==> src/rtl/ssa_pkg.sv <==
// Shared definitions for the synchronous serial adapter.
package ssa_pkg;
    localparam int unsigned BUS_W = 16;

    // Register offsets on the host bus
    localparam logic [1:0] ADR_DATA = 2'd0;
    localparam logic [1:0] ADR_STAT = 2'd1;
    localparam logic [1:0] ADR_DIV  = 2'd2;
    localparam logic [1:0] ADR_CFG  = 2'd3;

    // Receive timing source
    typedef enum logic [1:0] {
        SYNC_ON_DATA  = 2'd0,
        SYNC_ON_CLK   = 2'd1,
        SYNC_ON_BOTH  = 2'd2,
        SYNC_ON_BOTH2 = 2'd3
    } sync_mode_e;
endpackage

==> src/rtl/ssa_fifo.sv <==
// Synchronous first-in first-out queue.
// Assumes DEPTH is a power of two and at least 2. A push while full and a pop
// while empty are ignored. The head word is visible on dout_o while not empty.
module ssa_fifo #(
    parameter int unsigned W     = 16,
    parameter int unsigned DEPTH = 4
) (
    input  logic         clk_i,
    input  logic         rst_ni,
    input  logic         push_i,
    input  logic [W-1:0] din_i,
    input  logic         pop_i,
    output logic [W-1:0] dout_o,
    output logic         full_o,
    output logic         empty_o
);
    localparam int unsigned AW = $clog2(DEPTH);

    logic [W-1:0] mem [DEPTH];
    logic [AW:0]  wp, rp;

    assign empty_o = (wp == rp);
    assign full_o  = (wp[AW] != rp[AW]) && (wp[AW-1:0] == rp[AW-1:0]);
    assign dout_o  = mem[rp[AW-1:0]];

    // Storage write; contents need no reset
    always_ff @(posedge clk_i) begin
        if (push_i && !full_o) mem[wp[AW-1:0]] <= din_i;
    end

    // Pointer advance
    always_ff @(posedge clk_i) begin
        if (!rst_ni) begin
            wp <= '0;
            rp <= '0;
        end else begin
            if (push_i && !full_o) wp <= wp + 1'b1;
            if (pop_i && !empty_o) rp <= rp + 1'b1;
        end
    end
endmodule

==> src/rtl/ssa_tx.sv <==
// Transmit shifter with forwarded clock.
// It takes a word whenever it is idle and avail_i is high, then sends
// nbits_m1_i+1 bits, least significant first. Each bit lasts 2*(div_i+1)
// clocks: the clock line is low for the first half and high for the second.
// Assumes the divisor and width stay fixed while a character is in flight.
module ssa_tx #(
    parameter int unsigned DATA_W = 16,
    parameter int unsigned CNT_W  = 4,
    parameter int unsigned DIV_W  = 16
) (
    input  logic              clk_i,
    input  logic              rst_ni,
    input  logic [DIV_W-1:0]  div_i,
    input  logic [CNT_W-1:0]  nbits_m1_i,
    input  logic              avail_i,
    input  logic [DATA_W-1:0] word_i,
    output logic              take_o,
    output logic              busy_o,
    output logic              txd_o,
    output logic              txc_o
);
    logic [DIV_W:0]  cnt;
    logic [DATA_W-1:0] sh;
    logic [CNT_W-1:0]  left;
    logic              busy;
    logic [DIV_W:0]  last_cnt, half_cnt;

    assign last_cnt = {div_i, 1'b1};
    assign half_cnt = {1'b0, div_i};
    assign take_o   = !busy && avail_i;
    assign busy_o   = busy;
    assign txd_o    = busy ? sh[0] : 1'b1;
    assign txc_o    = busy ? (cnt > half_cnt) : 1'b1;

    // Load, time and shift one character
    always_ff @(posedge clk_i) begin
        if (!rst_ni) begin
            busy <= 1'b0;
            cnt  <= '0;
            sh   <= '0;
            left <= '0;
        end else if (take_o) begin
            busy <= 1'b1;
            cnt  <= '0;
            sh   <= word_i;
            left <= nbits_m1_i;
        end else if (busy) begin
            if (cnt == last_cnt) begin
                cnt <= '0;
                sh  <= sh >> 1;
                if (left == '0) busy <= 1'b0;
                else            left <= left - 1'b1;
            end else begin
                cnt <= cnt + 1'b1;
            end
        end
    end
endmodule

==> src/rtl/ssa_rx.sv <==
// Receive shifter with a selectable timing source.
// Both lines pass through two synchroniser flops.
// - Clock mode: every rising clock edge samples the data line.
// - Data and both modes: a bit timer of period 2*(div_i+1) is started and
//   restarted by line edges, and it samples at mid-bit.
// Once a character reaches nbits_m1_i+1 bits, valid_o pulses for one cycle
// with the word, least significant bit received first.
// Assumes the mode and width change only while the lines are idle.
module ssa_rx
    import ssa_pkg::*;
#(
    parameter int unsigned DATA_W = 16,
    parameter int unsigned CNT_W  = 4,
    parameter int unsigned DIV_W  = 16
) (
    input  logic              clk_i,
    input  logic              rst_ni,
    input  logic              rxd_i,
    input  logic              rxc_i,
    input  sync_mode_e        mode_i,
    input  logic [CNT_W-1:0]  nbits_m1_i,
    input  logic [DIV_W-1:0]  div_i,
    output logic [DATA_W-1:0] word_o,
    output logic              valid_o
);
    localparam logic [DIV_W:0] ONE = 1;

    logic [2:0] ds, cs;
    logic d, dp, c, cp;
    logic d_edge, d_fall, c_rise, c_fall;
    logic clk_mode, data_only, resync, start, take, done, armed;
    logic [DIV_W:0] cnt;
    logic [CNT_W-1:0] idx;
    logic [DATA_W-1:0] word, wnext;

    assign d  = ds[1];
    assign dp = ds[2];
    assign c  = cs[1];
    assign cp = cs[2];
    assign d_edge = d ^ dp;
    assign d_fall = dp & ~d;
    assign c_rise = ~cp & c;
    assign c_fall = cp & ~c;

    assign clk_mode  = (mode_i == SYNC_ON_CLK);
    assign data_only = (mode_i == SYNC_ON_DATA);
    assign resync = d_edge | (!data_only & c_fall);
    assign start  = d_fall | (!data_only & c_fall);
    assign take   = clk_mode ? c_rise
                             : (armed && !resync && cnt == {1'b0, div_i});
    assign done   = take && (idx == nbits_m1_i);

    // Synchronise both lines and keep one cycle of history
    always_ff @(posedge clk_i) begin
        if (!rst_ni) begin
            ds <= 3'b111;
            cs <= 3'b111;
        end else begin
            ds <= {ds[1:0], rxd_i};
            cs <= {cs[1:0], rxc_i};
        end
    end

    // Bit timer: arm on a start edge, restart on resync edges
    always_ff @(posedge clk_i) begin
        if (!rst_ni) begin
            armed <= 1'b0;
            cnt   <= '0;
        end else if (clk_mode) begin
            armed <= 1'b0;
            cnt   <= '0;
        end else if (!armed) begin
            if (start) begin
                armed <= 1'b1;
                cnt   <= ONE;
            end
        end else begin
            if (done) armed <= 1'b0;
            if (resync)                    cnt <= ONE;
            else if (cnt == {div_i, 1'b1}) cnt <= '0;
            else                           cnt <= cnt + 1'b1;
        end
    end

    // Place the sampled bit at its position in the character
    always_comb begin
        wnext      = (idx == '0) ? '0 : word;
        wnext[idx] = d;
    end

    // Assemble and hand over characters
    always_ff @(posedge clk_i) begin
        if (!rst_ni) begin
            idx     <= '0;
            word    <= '0;
            word_o  <= '0;
            valid_o <= 1'b0;
        end else begin
            valid_o <= 1'b0;
            if (take) begin
                word <= wnext;
                if (done) begin
                    idx     <= '0;
                    word_o  <= wnext;
                    valid_o <= 1'b1;
                end else begin
                    idx <= idx + 1'b1;
                end
            end
        end
    end
endmodule

==> src/rtl/sync_serial_adapter.sv <==
// Top level: register file on a pipelined Wishbone slave, the two FIFOs,
// and the transmit and receive shifters.
// Assumes DATA_W is a power of two from 8 to 16 and DIV_W is at most 16.
// The slave never stalls; ack follows each request by one cycle.
module sync_serial_adapter
    import ssa_pkg::*;
#(
    parameter int unsigned DATA_W   = 16,
    parameter int unsigned DIV_W    = 16,
    parameter int unsigned TX_DEPTH = 4,
    parameter int unsigned RX_DEPTH = 4,
    parameter int unsigned DIV_RST  = 15
) (
    input  logic        clk_i,
    input  logic        rst_ni,
    input  logic        wb_cyc_i,
    input  logic        wb_stb_i,
    input  logic        wb_we_i,
    input  logic [1:0]  wb_adr_i,
    input  logic [15:0] wb_dat_i,
    output logic [15:0] wb_dat_o,
    output logic        wb_ack_o,
    output logic        wb_stall_o,
    output logic        txd_o,
    output logic        txc_o,
    input  logic        rxd_i,
    input  logic        rxc_i
);
    localparam int unsigned CNT_W = $clog2(DATA_W);

    logic [DIV_W-1:0]  div_q;
    logic [CNT_W-1:0]  nbits_q;
    sync_mode_e        mode_q;
    logic              ovr_q;
    logic              acc, wr, rd, st_rd;
    logic              tx_push, tx_take, tx_full, tx_empty, tx_busy;
    logic [DATA_W-1:0] tx_head, rx_head, rx_word;
    logic              rx_pop, rx_valid, rx_full, rx_empty;
    logic [BUS_W-1:0]  rdata;

    assign acc     = wb_cyc_i && wb_stb_i;
    assign wr      = acc && wb_we_i;
    assign rd      = acc && !wb_we_i;
    assign tx_push = wr && (wb_adr_i == ADR_DATA);
    assign rx_pop  = rd && (wb_adr_i == ADR_DATA);
    assign st_rd   = rd && (wb_adr_i == ADR_STAT);
    assign wb_stall_o = 1'b0;

    ssa_fifo #(.W(DATA_W), .DEPTH(TX_DEPTH)) u_tx_fifo (
        .clk_i(clk_i), .rst_ni(rst_ni),
        .push_i(tx_push), .din_i(wb_dat_i[DATA_W-1:0]),
        .pop_i(tx_take), .dout_o(tx_head),
        .full_o(tx_full), .empty_o(tx_empty)
    );

    ssa_tx #(.DATA_W(DATA_W), .CNT_W(CNT_W), .DIV_W(DIV_W)) u_tx (
        .clk_i(clk_i), .rst_ni(rst_ni),
        .div_i(div_q), .nbits_m1_i(nbits_q),
        .avail_i(!tx_empty), .word_i(tx_head),
        .take_o(tx_take), .busy_o(tx_busy),
        .txd_o(txd_o), .txc_o(txc_o)
    );

    ssa_rx #(.DATA_W(DATA_W), .CNT_W(CNT_W), .DIV_W(DIV_W)) u_rx (
        .clk_i(clk_i), .rst_ni(rst_ni),
        .rxd_i(rxd_i), .rxc_i(rxc_i),
        .mode_i(mode_q), .nbits_m1_i(nbits_q), .div_i(div_q),
        .word_o(rx_word), .valid_o(rx_valid)
    );

    ssa_fifo #(.W(DATA_W), .DEPTH(RX_DEPTH)) u_rx_fifo (
        .clk_i(clk_i), .rst_ni(rst_ni),
        .push_i(rx_valid), .din_i(rx_word),
        .pop_i(rx_pop), .dout_o(rx_head),
        .full_o(rx_full), .empty_o(rx_empty)
    );

    // Read multiplexer over the four registers
    always_comb begin
        case (wb_adr_i)
            ADR_DATA: rdata = rx_empty ? '0 : BUS_W'(rx_head);
            ADR_STAT: rdata = BUS_W'({ovr_q, rx_empty, tx_empty, tx_full});
            ADR_DIV:  rdata = BUS_W'(div_q);
            default:  rdata = BUS_W'({mode_q, nbits_q});
        endcase
    end

    // Bus response: ack and read data one cycle after acceptance
    always_ff @(posedge clk_i) begin
        if (!rst_ni) begin
            wb_ack_o <= 1'b0;
            wb_dat_o <= '0;
        end else begin
            wb_ack_o <= acc;
            if (rd) wb_dat_o <= rdata;
        end
    end

    // Divisor and configuration registers
    always_ff @(posedge clk_i) begin
        if (!rst_ni) begin
            div_q   <= DIV_W'(DIV_RST);
            nbits_q <= CNT_W'(7);
            mode_q  <= SYNC_ON_DATA;
        end else if (wr) begin
            if (wb_adr_i == ADR_DIV) div_q <= wb_dat_i[DIV_W-1:0];
            if (wb_adr_i == ADR_CFG) begin
                nbits_q <= wb_dat_i[CNT_W-1:0];
                mode_q  <= sync_mode_e'(wb_dat_i[CNT_W+1:CNT_W]);
            end
        end
    end

    // Sticky overrun flag, cleared by a status read
    always_ff @(posedge clk_i) begin
        if (!rst_ni)                  ovr_q <= 1'b0;
        else if (rx_valid && rx_full) ovr_q <= 1'b1;
        else if (st_rd)               ovr_q <= 1'b0;
    end
endmodule

==> config.mk <==
export PLATFORM = sky130hd
export DESIGN_NAME = sync_serial_adapter
export DESIGN_NICKNAME = d
export VERILOG_FILES = /design/src/rtl/ssa_pkg.sv /design/src/rtl/ssa_fifo.sv /design/src/rtl/ssa_tx.sv /design/src/rtl/ssa_rx.sv /design/src/rtl/sync_serial_adapter.sv
export SDC_FILE = /design/constraint.sdc
export NUM_CORES = 1
export LEC_CHECK = 0
export BUFFER_PORTS_ARGS = -buffer_cell sky130_fd_sc_hd__buf_2
export CELL_PAD_IN_SITES_DETAIL_PLACEMENT = 1
export CELL_PAD_IN_SITES_GLOBAL_PLACEMENT = 2
export CORE_AREA = 2 2 169 171
export DETAILED_ROUTE_END_ITERATION = 8
export DIE_AREA = 0 0 171 173
export PLACE_DENSITY = 0.82
export SLEW_MARGIN = 20
export SYNTH_ARGS = -nofsm -noshare
export SYNTH_HDL_FRONTEND = slang
export SYNTH_SLANG_ARGS = --single-unit
==> constraint.sdc <==
create_clock -name clk_i -period 7.2 [get_ports clk_i]
set_input_delay 1.44 -clock clk_i [delete_from_list [all_inputs] [get_ports clk_i]]
set_output_delay 1.44 -clock clk_i [all_outputs]
set_load 0.05 [all_outputs]
# After elaboration in Yosys (flattened, before gate mapping)
# Memory sizes are Yosys's and may differ from the RTL's. A register that Yosys moved wholly into a read port is not among the register bits.
# Cells that the tools add are included.
[word_totals]
mem_bits_rw = 128
n_memories = 2
wordCells = 143
out_inout_bits = 20
inputBits = 25
regBits = 151
[mem_list]
columns = ["memory", "depth", "width", "read_ports", "rd_ports_with_merged_regs", "write_ports", "line_no", "rtl"]
rows = [
  ["u_rx_fifo.mem", 4, 16, 1, 1, 1, "ssa_fifo.sv:19", "logic [W-1:0] mem [DEPTH];"],
  ["u_tx_fifo.mem", 4, 16, 1, 1, 1, "ssa_fifo.sv:19", ""],
]
[classes]
n_lt_le_gt_ge = 3
bitwise_logic = 11
addsub = 8
n_eq_ne = 15
n_reduce_logical = 42
muxes = 40
[op_table]
columns = ["op", "count"]
rows = [
  ["17-bit 2-to-1 mux", 5],
  ["16-bit 2-to-1 mux", 5],
  ["16-bit one-hot mux with 3 select lines", 1],
  ["17-bit by 1-bit adder with 17-bit output, second input constant", 2],
  ["17-bit == test", 2],
  ["4-bit 2-to-1 mux", 5],
  ["1-bit logical AND", 18],
  ["1-bit 2-to-1 mux", 18],
  ["17-bit by 16-bit == test with 1-bit output", 1],
  ["17-bit by 16-bit > comparator with 1-bit output", 1],
  ["16-bit bitwise mux", 1],
  ["3-bit by 1-bit adder with 3-bit output, second input constant", 4],
  ["2-bit AND reduction", 5],
  ["1-bit logical NOT", 8],
  ["4-bit logical NOT", 2],
  ["2-bit 2-to-1 mux", 4],
  ["2-bit nonzero test", 4],
  ["3-bit == test", 2],
  ["4-bit by 5-bit < comparator with 1-bit output, second input constant", 1],
  ["4-bit by 1-bit adder with 4-bit output, second input constant", 1],
  ["1-bit bitwise AND", 4],
  ["1-bit demux with 4-bit select", 1],
  ["2-bit by 1-bit == test with 1-bit output, second input constant", 2],
  ["2-bit == test", 2],
  ["other kinds (12)", 20],
]

# Depth between registers and ports, before layout
# Gate-level depths: netlist (run 1).
[depth]
ltp_word = 11
depth_mapped = 9
depth_no_buf = 8

# Cells and area by module
# From an unflattened synthesis (run 1), not the netlist that was laid out.
[unflattened]
hier_cells = 1171
hier_area_um2 = 13093.8
[by_module_without_submodules]
columns = ["module", "area_per_inst_um2", "seq_area_each_um2", "instances", "cells_each"]
rows = [
  ["ssa_fifo", 2877.8, 2082.0, 2, 152],
  ["ssa_rx", 3255.6, 1221.2, 1, 379],
  ["ssa_tx", 2326.0, 760.7, 1, 271],
  ["sync_serial_adapter", 1756.7, 800.8, 1, 217],
]

# Least setup slack after synthesis (run 1)
# Ideal clock, no wire load.
[synth_path]
kind = "register to output"
startpoint = "register div_q[2]"
endpoint = "output txc_o"
n_path_buf = 1
required_time_ns = 5.760
setup_slack_ns = 3.652
arrival_ns = 2.108
stages_incl_launch_ff = 10
path_cell_list = "dfxtp_1 > clkbuf_1 > inv_1 > ha_1 > a21o_1 > a21o_1 > a211oi_1 > o21ai_0 > a2111o_1 > o211a_1"
[synth_via]
elab_chain_len = 2
[synth_lines]
columns = ["element", "line_no", "rtl"]
rows = [
  ["from (decl)", "sync_serial_adapter.sv:31", "logic [DIV_W-1:0] div_q;"],
  ["from (signal assigned)", "sync_serial_adapter.sv:102", "div_q <= DIV_W'(DIV_RST);"],
  ["from (signal assigned)", "sync_serial_adapter.sv:106", "if (wb_adr_i == ADR_DIV) div_q <= wb_dat_i[DIV_W-1:0];"],
  ["17-bit by 16-bit > comparator with 1-bit output", "ssa_tx.sv:33", "assign txc_o = busy ? (cnt > half_cnt) : 1'b1;"],
  ["1-bit 2-to-1 mux", "ssa_tx.sv:33", ""],
  ["to (decl)", "sync_serial_adapter.sv:25", "output logic txc_o,"],
]
# No other way between the ends.

# Worst setup path in the final report (run 1)
# Same ends and word-level chain as after synthesis.

==> results of run 1 <==
-- power groups by stage --
stage          Combinational (mW)  Clock, mW  Sequential (mW)
2_1_floorplan               0.312          0             1.81
3_3_place_gp                0.367          0             1.85
3_5_place_dp                0.374          0             1.86
4_1_cts                     0.375       1.70             1.82
5_1_grt                     0.409       1.77             1.83
6_report                    0.369       1.67             1.82
-- logic make-up (layout without fill, tap and decap cells) --
group / after synthesis / count (layout) / synth area share [%]
buffers and inverters: 127 / 153 / 4.47
muxes: 62 / 62 / 8.36
other: 1 / 1 / 0.0296
AOI/OAI and AO/OA: 184 / 184 / 9.72
and+or+nand+nor: 328 / 328 / 12.5
DFF: 283 / 283 / 54.8
adders and majority gates: 35 / 35 / 3.46
xor gates and xnor gates: 95 / 95 / 6.63
-- cell type report --
cell class / count / area [um^2] / share of cell area (%)
flip-flops and latches: 283 / 6950 / 49.3
multi-input cells: 705 / 5150 / 36.5
clock buffers: 41 / 822 / 5.83
well taps: 378 / 473 / 3.35
repair buffers: 51 / 275 / 1.95
clock inverters: 15 / 259 / 1.84
inverters: 46 / 173 / 1.22
-- final timing paths --
check	from	to	slack, ns	cells after the start
max	div_q[2]	txc_o	2.86	9
min	u_rx.cs[0]	u_rx.cs[1]	0.42	1
max reg2reg	u_rx.ds[1]	u_rx.word_o[0]	4.14	8
min reg2reg	u_rx.cs[0]	u_rx.cs[1]	0.42	1
-- per-layer routing --
| layer | vias up | global-route usage, % | share of wire (%) |
|---|---|---|---|
| li1 | 3968 | - | - |
| met1 | 4207 | 29.1 | 45 |
| met2 | 121 | 36.4 | 50 |
| met3 | 41 | 2.70 | 3.5 |
| met4 | 0 | 5.54 | 2.0 |
| met5 | - | 0 | 0 |
-- worst max-delay path: stages (launching register included) --
cell and delay, ns:
dfxtp_1 0.45, inv_1 0.10, ha_1 0.33, a21o_1 0.16, a21o_1 0.17, a211oi_1 0.27, o21ai_0 0.14, a2111o_1 0.38
o211a_1 0.12, buf_2 0.21
-- cells in the mapped netlist (all sizes together) (6+ instances only) --
library cell / number / area share, %
edfxtp: 128 / 30
mux2i: 27 / 2.1
mux4: 35 / 6.2
buf: 37 / 1.7
or3: 7 / 0.39
nand3: 28 / 1.2
xnor2: 66 / 4.6
a211oi: 16 / 1.3
a22oi: 11 / 0.65
o21ai: 46 / 1.8
a21oi: 55 / 2.2
clkbuf: 44 / 1.4
nand4: 25 / 1.2
nor3: 17 / 0.75
and2: 8 / 0.40
nor2b: 8 / 0.40
nand2b: 11 / 0.60
nor2: 98 / 2.9
a221oi: 9 / 0.62
dfxtp: 155 / 24
inv: 46 / 1.4
ha: 35 / 3.5
nand2: 102 / 3.0
nor4: 6 / 0.58
xor2: 29 / 2.1
-- per-stage QoR --
stage	hold slack, ns	util, %
2_1_floorplan	0.386	-
4_1_cts	0.420	51.1
3_3_place_gp	0.413	47.1
3_5_place_dp	0.403	47.1
6_report	0.416	51.1
5_1_grt	0.426	51.1
-- registers in the layout (all words and copies together), names as in the netlist, 4 cells and up, named ones only --
name	count
u_tx.sh	16
u_rx.idx	4
u_tx_fifo.mem	64
u_tx.cnt	17
u_rx.cnt	17
u_tx.left	4
u_rx.word	16
nbits_q	4
u_rx_fifo.mem	64
wb_dat_o	16
div_q	16
u_rx.word_o	16
==> qor.yml, run 1 <==
min_period_over_period_pct: 60.2
antenna_found_initial: 0
layout.cells.non_filler: 1519
synth_edf_count: 128
cp_max_fo: 5
grt_max_degree: 45
cp-end-kind: "primary output"
slew_viol_final: 0
ys.warnings.count: 0
dr.pass1.iters: 7
syn-num-nets: 1175
cts_resized: 0
syn_area_um2: 12700
fin_ws_ns: 2.86
drtIter0Drc: 521
worstMarginPinSlew_ns: 1.08
grt_use_total_pct: 21.5
dieArea_um2: 29600
synth_flop_cell: "dfxtp_1"
design_area_um2: 14100
status: "completed"
combPwrFrac_pct: 9.5
switchingPower_mw: 0.951
cts-htree-levels: 1
min_path_type: "flip-flop to flip-flop"
pwr-share-clk_pct: 43.4
portBuffers: 43
ioPinCount: 45
yosysSeqAreaShare_pct: 54.8
wl_um: 30900
placed_area_um2: 13000
leakagePower_nw: 4.94
n_fill_cell: 2968
fin_tns_setup_ns: 0
clk_pin_slew_ns: 0.06
post_drt_via_cell_ratio: 5.49
slew_headroom_pct: 27.5
clock.fmax_mhz: 231
syn_inst: 1115
n_antenna_cell: 0
dp_slack_ns: 3.44
pwr-share-seq_pct: 47.1
start_util_pct: 45.9
setup_viol_count_final: 0
maxCapViolCount: 0
grt_pass1_vias: 8755
ys_seq_elements: 283
wire_per_inst_um: 20.4
fin_crit_ns: 4.34
crit_required_ns: 5.76
critPathKind: "flip-flop to primary output"
grt-ovfl-total: 0
switching_share_pct: 24.6
p_int_mw: 2.91
placed_cells: 1463
insertion_delay_ns: 0.59
nets: 1177
rsz0062_at_grt: "false"
dp_hpwl_um: 21600
dr_total_vias: 8337
cts_setup_buffers: 0
ir_worst_vdd_mv: 0.208
cp.arrival_ns: 2.90
synthToLayoutAreaGrowth_pct: 11.3
hold_viol: 0
avgSynthCellArea_um2: 11.4
drive_gt1_share_pct: 14.2
numCtsBuffers: 30
total_power_mw: 3.86
cts_tree: "yes"
drc_errors: 0
skew_ns: 0.0402
die_y_um: 173
drtAntennaViolNets: 0
synth_cell_types: 74
grt_first_pass_wirelength_um: 49900
fp.dieW_um: 171
clockBufferDepth: 3
mostFrequentLayoutCell: "dfxtp_1"
start_kind: "flip-flop"
cts_hold_buf: 0
finalWeightedCongestion: 0.807
p_per_area_nw_per_um2: 274
most-common-layout-cells: "dfxtp_1 (154), edfxtp_1 (128), nand2_1 (102)"
synthArstFlopShare_pct: 0
clock_sinks: 283
rows: 61
root_buffer: "clkbuf_16"
core-area_um2: 27600
Power figures use the tool's default switching activity.
==> inputs of run 2 (changes only) <==
Settings changed: CORE_AREA 2 2 169 171 to 2 2 177 179, DIE_AREA 0 0 171 173 to 0 0 179 181, PLACE_DENSITY 0.82 to 0.75.
Clock period 7.2 ns to 4.35 ns, I/O delays scaled along.
==> run 2 against run 1 <==
Register-to-register slack worse by 2.7 ns. Worst hold slack better by 0.0064 ns. Clock skew down 0.026 ns. Largest cell class unchanged. Via count down 0.85%. Final area up 0.81%. Clock-buffer cell count down 8. Utilization down 4.2 points. Sequential power up 64%. Die area up 9.5%. Non-clock buffer count up 5. Flip-flop and latch count unchanged. Critical endpoint unchanged.
==> qor.yml, run 2 (synthesis gave the netlist of run 1 again) <==
status: "completed"
cts_setup_buffers: 0
reg2reg_to: "u_tx.cnt[1]"
drtAntennaViolNets: 0
design_area_um2: 14200
worstMarginPinSlew_ns: 1.02
ir_worst_vdd_mv: 0.326
reg2reg_from: "div_q[10]"
fin_tns_setup_ns: 0
hp-start: "u_rx.cs[0]"
cp_max_fo: 5
slew_viol_final: 0
p_int_mw: 4.90
rsz0062_at_grt: "false"
die_y_um: 181
antenna_found_initial: 0
mostFrequentLayoutCell: "dfxtp_1"
wl_met2_um: 15700
total_power_mw: 6.53
grt_use_total_pct: 19.7
finalWeightedCongestion: 0.831
grt-ovfl-total: 0
core-area_um2: 30300
crit_required_ns: 3.48
cts_hold_buf: 0
rows: 64
path_cells: "inv_1, ha_1, a21o_1, a21o_1, a211oi_1, o21ai_0, a2111o_1, o211a_1, buf_2"
n_fill_cell: 3207
wl_met1_um: 14300
path_delay_family: "compound AO/OA/AOI/OAI gates"
r2r_setup_slack_ns: 1.45
fin_ws_ns: 0.540
synthToLayoutAreaGrowth_pct: 12.2
dp_hpwl_um: 21800
min_period_over_period_pct: 87.6
clk_pin_slew_ns: 0.06
portBuffers: 43
crit_buf_inv: 2
switching_share_pct: 25.0
cts_resized: 0
hold-path-endpoint: "u_rx.cs[1]"
dieArea_um2: 32400
grt_first_pass_wirelength_um: 49600
layout.cells.non_filler: 1544
slowest_stage: "dfxtp_1"
placed_area_um2: 13100
reg2reg_depth: 6
nets: 1183
critPathKind: "flip-flop to primary output"
dr.pass1.iters: 4
most-common-layout-cells: "dfxtp_1 (155), edfxtp_1 (128), nand2_1 (102)"
dr_total_vias: 8266
post_drt_via_cell_ratio: 5.35
clock_sinks: 283
n_antenna_cell: 0
crit_top_cell: "a21o_1"
grt_pass1_vias: 8503
fp.dieW_um: 179
pwr-share-seq_pct: 45.7
start_util_pct: 41.7
drtIter0Drc: 470
cts_tree: "yes"
ioPinCount: 45
min_path_type: "flip-flop to flip-flop"
drc_errors: 0
drive_gt1_share_pct: 15.1
maxCapViolCount: 0
leakagePower_nw: 4.98
numCtsBuffers: 31
switchingPower_mw: 1.63
slowest_delay_ns: 0.47
cp-end-kind: "primary output"
grt_max_degree: 40
top_layer: "met4"
slew_headroom_pct: 32.3
wl_met3_um: 729
skew_ns: 0.0139
wire_per_inst_um: 20.3
setup_viol_count_final: 0
clock.fmax_mhz: 262
start_kind: "flip-flop"
hold_viol: 0
dp_slack_ns: 1.12
root_buffer: "clkbuf_16"
cts-htree-levels: 1
clockBufferDepth: 3
insertion_delay_ns: 0.58
wl_um: 31300
combPwrFrac_pct: 10.1
hold_depth: 1
multi_input_area_um2: 5150
pwr-share-clk_pct: 44.2
placed_cells: 1486
p_per_area_nw_per_um2: 459
seq_area_um2: 6950
cp.arrival_ns: 2.94
fin_crit_ns: 3.81
run 2: changes by cell type in the layout (fill, tap and decap cells not counted), sizes merged:
cell,before,now
clkbuf,41,33
clkinvlp,0,6
buf,51,56
clkinv,7,11
bufinv,6,7
inv,48,47
run 2: layout make-up:
| class | count | share of cell area (%) |
|---|---|---|
| Tap cell | 396 | 3.48 |
| Clock inverter | 25 | 2.34 |
| Inverter | 46 | 1.21 |
| Clock buffer | 33 | 5.65 |
| Multi-Input combinational cell | 705 | 36.3 |
| Timing Repair Buffer | 56 | 2.20 |
| Sequential cell | 283 | 48.9 |
run 2: power by group through the flow:
| stage | clock network [mW] | registers, mW | logic (mW) |
|---|---|---|---|
| 2_1_floorplan | 0 | 3.00 | 0.517 |
| 3_3_place_gp | 0 | 3.04 | 0.651 |
| 3_5_place_dp | 0 | 3.05 | 0.663 |
| 4_1_cts | 2.95 | 2.99 | 0.671 |
| 5_1_grt | 3.04 | 3.00 | 0.731 |
| 6_report | 2.89 | 2.98 | 0.657 |
run 2: worst register-to-register path, cell delays in order (launching register included):
cell,delay (ns)
dfxtp_1,0.62
xnor2_1,0.17
nand4_1,0.12
nor3_1,0.39
nand3_2,0.59
nand3_1,0.76
nor2_1,0.12
run 2: worst max path at each step:
stage	from	depth (start not counted)	endpoint	slack (ns)
3_5_place_dp	div_q[2]	9	txc_o	1.12
4_1_cts	div_q[2]	9	txc_o	0.49
3_3_place_gp	div_q[2]	9	txc_o	1.18
2_1_floorplan	div_q[2]	9	txc_o	1.37
5_1_grt	div_q[2]	9	txc_o	0.39
6_report	div_q[2]	9	txc_o	0.54
run 2: metal layers:
metal	vias up	GRT usage [%]
li1	4003	-
met1	4146	26.3
met2	84	34.6
met3	33	2.21
met4	0	3.80
met5	-	0
run 2: per-stage QoR:
step	hold slack, ns	util, %
after floorplan	0.386	-
after global placement	0.407	43.1
after detailed placement	0.415	43.1
after CTS	0.433	46.9
after global routing	0.459	46.9
final	0.423	46.9
==> inputs of run 3 (changes only) <==
Settings changed: CORE_AREA 2 2 177 179 to 2 2 194 196, DIE_AREA 0 0 179 181 to 0 0 196 198, PLACE_DENSITY 0.75 to 0.64.
==> run 3 against run 2 <==
Clock power down 3%. Fmax rose by 2.7%. Total power down 1.3%. Worst hold slack worse by 0.015 ns. Non-clock buffer count grew 1. Combinational power increased by 2%. Critical endpoint unchanged. Largest cell class unchanged.
==> qor.yml, run 3 (synthesis gave the netlist of run 1 again) <==
fin_crit_ns: 3.71
cp.arrival_ns: 2.84
slew_viol_final: 0
total_power_mw: 6.44
wire_per_inst_um: 20.1
status: "completed"
drtAntennaViolNets: 0
rsz0062_at_grt: "false"
drc_errors: 0
grt_first_pass_wirelength_um: 51400
cts_resized: 0
antenna_found_initial: 0
dp_hpwl_um: 22800
cp-end-kind: "primary output"
slowest_stage: "dfxtp_1"
dieArea_um2: 38800
path_cells: "inv_1, ha_1, a21o_1, a21o_1, a211oi_1, o21ai_0, a2111o_1, o211a_1, buf_2"
grt_pass1_vias: 8546
slew_headroom_pct: 36.2
wl_um: 32700
finalWeightedCongestion: 0.768
start_kind: "flip-flop"
dr_total_vias: 8289
synthToLayoutAreaGrowth_pct: 12.7
core-area_um2: 37000
cts-htree-levels: 2
numCtsBuffers: 34
crit_required_ns: 3.48
maxCapViolCount: 0
skew_ns: 0.0263
ioPinCount: 45
n_fill_cell: 4006
cts_hold_buf: 0
clock_sinks: 283
clk_pin_slew_ns: 0.05
clockBufferDepth: 3
p_per_area_nw_per_um2: 451
drive_gt1_share_pct: 14.5
drtIter0Drc: 341
root_buffer: "clkbuf_16"
grt_use_total_pct: 17.4
crit_top_cell: "a21o_1"
die_y_um: 198
cts_setup_buffers: 0
slowest_delay_ns: 0.45
mostFrequentLayoutCell: "dfxtp_1"
n_antenna_cell: 0
most-common-layout-cells: "dfxtp_1 (155), edfxtp_1 (128), nand2_1 (102)"
portBuffers: 43
cp_max_fo: 5
setup_viol_count_final: 0
post_drt_via_cell_ratio: 5.10
hold_viol: 0
critPathKind: "flip-flop to primary output"
grt_max_degree: 43
clock.fmax_mhz: 270
fin_tns_setup_ns: 0
r2r_setup_slack_ns: 1.53
rows: 71
nets: 1187
dr.pass1.iters: 4
grt-ovfl-total: 0
worstMarginPinSlew_ns: 0.957
min_path_type: "flip-flop to flip-flop"
fp.dieW_um: 196
leakagePower_nw: 4.97
cts_tree: "yes"
insertion_delay_ns: 0.55
start_util_pct: 34.3
min_period_over_period_pct: 85.2
ir_worst_vdd_mv: 0.228
==> run 3: cell types whose count changed in the layout (fill, tap and decap cells not counted) <==
cell and delta:
bufinv_16 -4, clkinv_8 +1, buf_4 +1, clkinvlp_4 -4, clkbuf_16 +3, clkinv_1 +3, clkinv_4 -2, clkbuf_1 +7
clkinv_2 -1
==> run 3: metrics by stage <==
| stage | setup slack [ns] | cells | util [%] | hold slack [ns] | cell area, um^2 |
|---|---|---|---|---|---|
| 5_1_grt | 0.433 | 1626 | 38.6 | 0.425 | 14300 |
| 6_report | 0.642 | 1626 | 38.6 | 0.408 | 14300 |
| 2_1_floorplan | 1.37 | 1115 | - | 0.386 | 12700 |
| 3_3_place_gp | 1.16 | 1565 | 35.7 | 0.391 | 13200 |
| 3_5_place_dp | 1.18 | 1565 | 35.7 | 0.396 | 13200 |
| 4_1_cts | 0.587 | 1626 | 38.6 | 0.413 | 14300 |
==> run 3: final cells by class <==
| type | instances | area (um^2) | share of cell area [%] |
|---|---|---|---|
| Inverter | 46 | 173 | 1.21 |
| Timing Repair Buffer | 57 | 320 | 2.24 |
| Tap cell | 474 | 593 | 4.15 |
| Sequential cell | 283 | 6950 | 48.6 |
| Clock inverter | 18 | 188 | 1.31 |
| Clock buffer | 43 | 905 | 6.33 |
| Multi-Input combinational cell | 705 | 5150 | 36.1 |
==> run 3: final timing paths <==
| kind | start | to | cells after the start |
|---|---|---|---|
| min reg2reg | u_rx.cs[0] | u_rx.cs[1] | 1 |
| min | u_rx.cs[0] | u_rx.cs[1] | 1 |
| max | div_q[2] | txc_o | 9 |
| max reg2reg | u_rx.ds[1] | u_rx.word_o[2] | 7 |
==> run 3: report_power, final <==
part / switching [mW] / internal (mW) / leakage, nW
Clock: 1.14 / 1.66 / 0.528
Sequential: 0.0982 / 2.87 / 2.51
Combinational: 0.403 / 0.265 / 1.93
Total: 1.64 / 4.80 / 4.97
==> run 3: metal layers <==
layer | share of wire [%] | vias to the layer above | track usage [%]
met5 | 0 | - | 0
met4 | 2.4 | 0 | 5.08
met3 | 3.4 | 48 | 3.19
met2 | 48 | 106 | 29.6
met1 | 47 | 4132 | 22.6
li1 | - | 4003 | -
==> run 3: worst max-delay path, delay by kind of cell (launching register included) <==
kind,cells,cell delay (ns)
AOI/OAI and AO/OA,6,1.23
adders and majority gates,1,0.32
buffers and inverters,2,0.31
DFF,1,0.45
